$ cat config.mk
export PLATFORM = sky130hd
export DESIGN_NAME = eprom_bus_out
export DESIGN_NICKNAME = d
export VERILOG_FILES = /design/src/rtl/eprom_mode_pkg.sv /design/src/rtl/eprom_bus_out.sv
export SDC_FILE = /design/constraint.sdc
export NUM_CORES = 1
export LEC_CHECK = 0
export BUFFER_PORTS_ARGS = -buffer_cell sky130_fd_sc_hd__buf_4
export CORE_AREA = 4 4 41 43
export CTS_BUF_LIST = sky130_fd_sc_hd__clkbuf_8
export CTS_CLUSTER_DIAMETER = 40
export DETAILED_ROUTE_END_ITERATION = 12
export DIE_AREA = 0 0 45 47
export PLACE_DENSITY = 0.5
export SYNTH_ARGS = -nofsm -noshare
export SYNTH_HDL_FRONTEND = slang
export SYNTH_SLANG_ARGS = --single-unit
$ cat constraint.sdc
create_clock -name clk -period 0.8 [get_ports clk]
set_input_delay 0.04 -clock clk [delete_from_list [all_inputs] [get_ports clk]]
set_output_delay 0.04 -clock clk [all_outputs]
set_load 0.005 [all_outputs]
$ cat src/rtl/eprom_mode_pkg.sv
package eprom_mode_pkg;

  typedef enum logic [2:0] {
    MD_READ    = 3'd0,
    MD_IDENT   = 3'd1,
    MD_ODIS    = 3'd2,
    MD_STBY    = 3'd3,
    MD_PROG    = 3'd4,
    MD_VERIFY  = 3'd5,
    MD_INHIBIT = 3'd6
  } bus_mode_e;

  // identifier byte chosen by address bit 0
  function automatic logic [7:0] ident_code(input logic sel,
                                            input logic [7:0] mfr,
                                            input logic [7:0] dev);
    return sel ? dev : mfr;
  endfunction

  // programming can only clear bits
  function automatic logic [7:0] program_merge(input logic [7:0] old_b,
                                               input logic [7:0] new_b);
    return old_b & new_b;
  endfunction

  function automatic logic mode_drives(input bus_mode_e m);
    return (m == MD_READ) || (m == MD_IDENT) || (m == MD_VERIFY);
  endfunction

endpackage

$ cat src/rtl/eprom_bus_out.sv
module eprom_bus_out
  import eprom_mode_pkg::*;
#(
  parameter logic [7:0] MFR_ID = 8'hC2,
  parameter logic [7:0] DEV_ID = 8'hC0
) (
  input  logic       clk,
  input  logic       rst_n,
  input  bus_mode_e  mode,
  input  logic       a0,
  input  logic [7:0] arr_data,
  output logic [7:0] dout,
  output logic       dout_oe
);

  logic [7:0] next_data;
  logic       next_oe;

  always_comb begin
    next_oe = mode_drives(mode);
    if (!next_oe)               next_data = 8'h00;
    else if (mode == MD_IDENT)  next_data = ident_code(a0, MFR_ID, DEV_ID);
    else                        next_data = arr_data;
  end

  always_ff @(posedge clk) begin
    if (!rst_n) begin
      dout    <= 8'h00;
      dout_oe <= 1'b0;
    end else begin
      dout    <= next_data;
      dout_oe <= next_oe;
    end
  end


  float_when_idle_chk: assert property (@(posedge clk) disable iff (!rst_n)
    (mode == MD_STBY || mode == MD_ODIS || mode == MD_PROG || mode == MD_INHIBIT)
    |=> (!dout_oe && dout == 8'h00));

  ident_mfr_chk: assert property (@(posedge clk) disable iff (!rst_n)
    (mode == MD_IDENT && !a0) |=> (dout_oe && dout == MFR_ID));

  ident_dev_chk: assert property (@(posedge clk) disable iff (!rst_n)
    (mode == MD_IDENT && a0) |=> (dout_oe && dout == DEV_ID));

  verify_drives_chk: assert property (@(posedge clk) disable iff (!rst_n)
    (mode == MD_VERIFY) |=> (dout_oe && dout == $past(arr_data)));

endmodule

# After elaboration in Yosys (flattened, before gate mapping)
# Cells that the tools add are included.
# classes
n_eq_ne	2
n_mux	2
n_reduce_logical	4
# op_table
cell	n
$mux 8	1
$eq 3x1->1 const B	1
$eq 3x3->1 const B	1
$logic_not 3->1	1
$logic_or 1x1->1	2
$mux 2	1
$reduce_and 2->1	1
# word_totals
reg_bits	9
inputBits	14
output_inout_bits	9

# Longest topological paths before layout
# logic_depth
word_depth	4
ltp_mapped	3

# Worst setup path after synthesis
# No wires, ideal clock.
# synth_timing
kind	input to register
startpoint	input port mode[1]
endpoint	register dout[0]
setup_ns	0.059
arrival_time_ns	0.597
required_time_ns	0.741
path_slack_ns	0.143
path_stages	3
path_buffers	0
cell_sequence	nand2b_1 nor3_2 and2_1
# synth_between
elab_chain_len	4
elab_cells_between_ends	7
cone_classes	eq/ne: 2; mux: 1; reduce/logical: 4
# synth_lines
item	line_no	rtl
start: declaration	eprom_bus_out.sv:9	input bus_mode_e mode,
$eq 3x1->1 / $logic_not 3->1 (equally long branches)	eprom_mode_pkg.sv:27, eprom_bus_out.sv:22	
$logic_or 1x1->1 (2 in series)	eprom_mode_pkg.sv:27	return (m == MD_READ) || (m == MD_IDENT) || (m == MD_VERIFY);
$reduce_and 2->1 (no line)	-	
end signal: assignment	eprom_bus_out.sv:31	dout <= next_data;
end: declaration	eprom_bus_out.sv:12	output logic [7:0] dout,
# Several ways; a longest one is shown, not always the timed one.
# A chain may end at the register's enable or synchronous reset.

# Worst setup path after layout
# layout_timing
startpoint	register dout[3]
endpoint	output port dout[3]
# No word-level cell between the ends.

==> impl_metrics.csv <==
group,metric,value,unit
global_route,grt-ovfl-total,0,
setup_path,cp-end-kind,"output port",
logic_synthesis,ys_ff_latch,9,
setup_path,path_max_fanout,1,
routing,ant_nets,0,
timing,layout_setup_ws,0.114,ns
clock_network,cts_buffer_depth,2,
floorplanning,die_h,47,um
routing,drtPass1Iterations,3,
logic_synthesis,synth_cell_types,11,
floorplanning,die_width,45,um
cells_and_area,seq_area,180,um^2
timing,holdWs,0.0186,ns
setup_path,slowest_stage,"dfxtp_1",
outcome,status,"finished clean",
floorplanning,core_area,1300,um^2
placed_design,portBuffers,22,
timing,period_share,85.7,%
setup_path,crit_start,"dout[3]",
global_route,antenna_found_initial,0,
setup_path,path_class,"reg -> out",
timing,final.min_clock_period,0.686,ns
routing,num_vias,303,
cells_and_area,multi_input_area,124,um^2
setup_path,critPathTopFamily,"flip-flops",
flow_run,drv_cap,0,
floorplanning,core.rowCount,13,
logic_synthesis,syn_nets,44,
setup_path,crit_path_cell_trace,"buf_4",
cells_and_area,antenna_cells,0,
setup_path,required,0.76,ns
global_route,met3_usage,4.60,%
routing,avgViaCountPerCell,4.15,
cells_and_area,fillers,135,
clock_network,cts_resized,0,
floorplanning,start_util,23.4,%
placed_design,pre_cts_ws,0.00460,ns
timing,rsz0062_at_grt,"false",
routing,wl_per_cell,10.4,um
clock_network,cts_buffers,3,
placed_design,finalWeightedCongestion,0.579,
timing,slew_headroom,84.8,%
timing,tns,0,ns
timing,hold_violations,0,
global_route,grt.busiest_layer,"met2",
setup_path,arrival,0.65,ns
cells_and_area,final_util,42.1,%
power_and_ir_drop,ir_drop,0.891,mV
global_route,grt_max_degree,9,
clock_network,htree_levels,1,
logic_synthesis,yosysWarningCount,0,
clock_network,cts_hold_buf,0,
min_path,holdCritPathClass,"in -> reg",
logic_synthesis,syn_area,304,um^2
clock_network,post_cts_buffers,0,
timing,tightest_slew,0.226,ns
global_route,grt_first_pass_wirelength,1.30,mm
logic_synthesis,syn_inst,30,
setup_path,slowest_delay,0.29,ns
clock_network,cts-root-buf,"clkbuf_8",
setup_path,start_kind,"flip-flop",
clock_network,cts_tree,"built",
placed_design,hpwl,652,um
global_route,grt_pass1_vias,317,
cells_and_area,drive_gt1_share,48.3,%
setup_path,endpoint,"dout[3]",
timing,final-setup-viol-count,0,
routing,drc_errors,0,
logic_synthesis,avgSynthCellArea,10.1,um^2
global_route,grtUsageMet1,8.99,%
routing,wl,758,um
cells_and_area,area_growth,80.2,%
timing,max_freq,1460,MHz
routing,drt-initial-drc-count,4,
logic_synthesis,yosysSeqAreaShare,59.3,%
power_and_ir_drop,p_leak,0.266,nW
setup_path,crit_cells,1,
cells_and_area,nets,73,
setup_path,crit_buf_inv,1,
global_route,grtUsageTotal,9.05,%
floorplanning,die_area,2120,um^2
clock_network,clk_transition_reported_paths,0.04,ns
floorplanning,pin_count,23,
timing,slew_viol_final,0,
global_route,use_met2,14.4,%
clock_network,clkSinkCount,9,
power_and_ir_drop,power_density,2000,nW/um^2
==> stage by stage <==
step / power, mW / instance area [um^2] / cells
floorplan: 0.519 / 304 / 30
global placement: 0.615 / 503 / 69
detailed placement: 0.616 / 503 / 69
CTS: 1.12 / 548 / 73
global route: 1.17 / 548 / 73
finish: 1.10 / 548 / 73
==> sequential cells by signal, indices dropped and copies added, names as in the netlist <==
signal / cells
dout_oe: 1
dout: 8
==> cells in the final DEF, fill, tap and decap left out <==
master     n
nor3_2     1
nor2_1     2
nand2_1    2
and2_1     5
nor3_1     1
buf_4     24
nor2b_1    4
a21oi_1    2
clkbuf_8   3
o21bai_1   1
a211oi_1   1
dfxtp_1    9
inv_1      1
nand2b_1   2
==> where the power goes <==
group          switching (mW)  internal [mW]
sequential            0.00456          0.469
combinational          0.0452         0.0874
clock                   0.160          0.332
==> metal layers <==
layer | share of wire (%) | vias to the layer above
li1 | - | 154
met1 | 41 | 129
met2 | 43 | 20
met3 | 16 | 0
met4 | 0 | 0
met5 | 0 | -
==> area by class of cell <==
cell class	count	share of cell area, %
flip-flops and latches	9	32.9
multi-input cells	21	22.6
repair buffers	24	32.9
well taps	15	3.42
clock inverters	1	0.685
clock buffers	3	7.53
==> Yosys cell counts <==
cell type  count  area (um^2)
nor3_2         1         10.0
nor2_1         2         7.51
nor2b_1        4         25.0
and2_1         5         31.3
nand2_1        2         7.51
nand2b_1       2         12.5
a21oi_1        2         10.0
o21bai_1       1         7.51
dfxtp_1        9          180
a211oi_1       1         7.51
nor3_1         1         5.00
==> how the worst min path moves through the flow <==
| stage | startpoint | end | slack (ns) | depth (start not counted) |
|---|---|---|---|---|
| detailed placement | arr_data[0] | dout[0] | 0.25 | 2 |
| global route | arr_data[5] | dout[5] | 0.02 | 2 |
| CTS | arr_data[0] | dout[0] | 0.02 | 2 |
| global placement | arr_data[5] | dout[5] | 0.25 | 2 |
| floorplan | mode[2] | dout[1] | 0.14 | 1 |
| finish | arr_data[5] | dout[5] | 0.02 | 2 |
==> kinds of logic (layout without fill, tap and decap cells) <==
logic type	Yosys count	count (layout)	synth area share, %
DFF	9	9	59.3
buffers and inverters	0	28	0
and+or+nand+nor	17	17	32.5
AOI/OAI and AO/OA	4	4	8.23
Power figures use the tool's default switching activity.
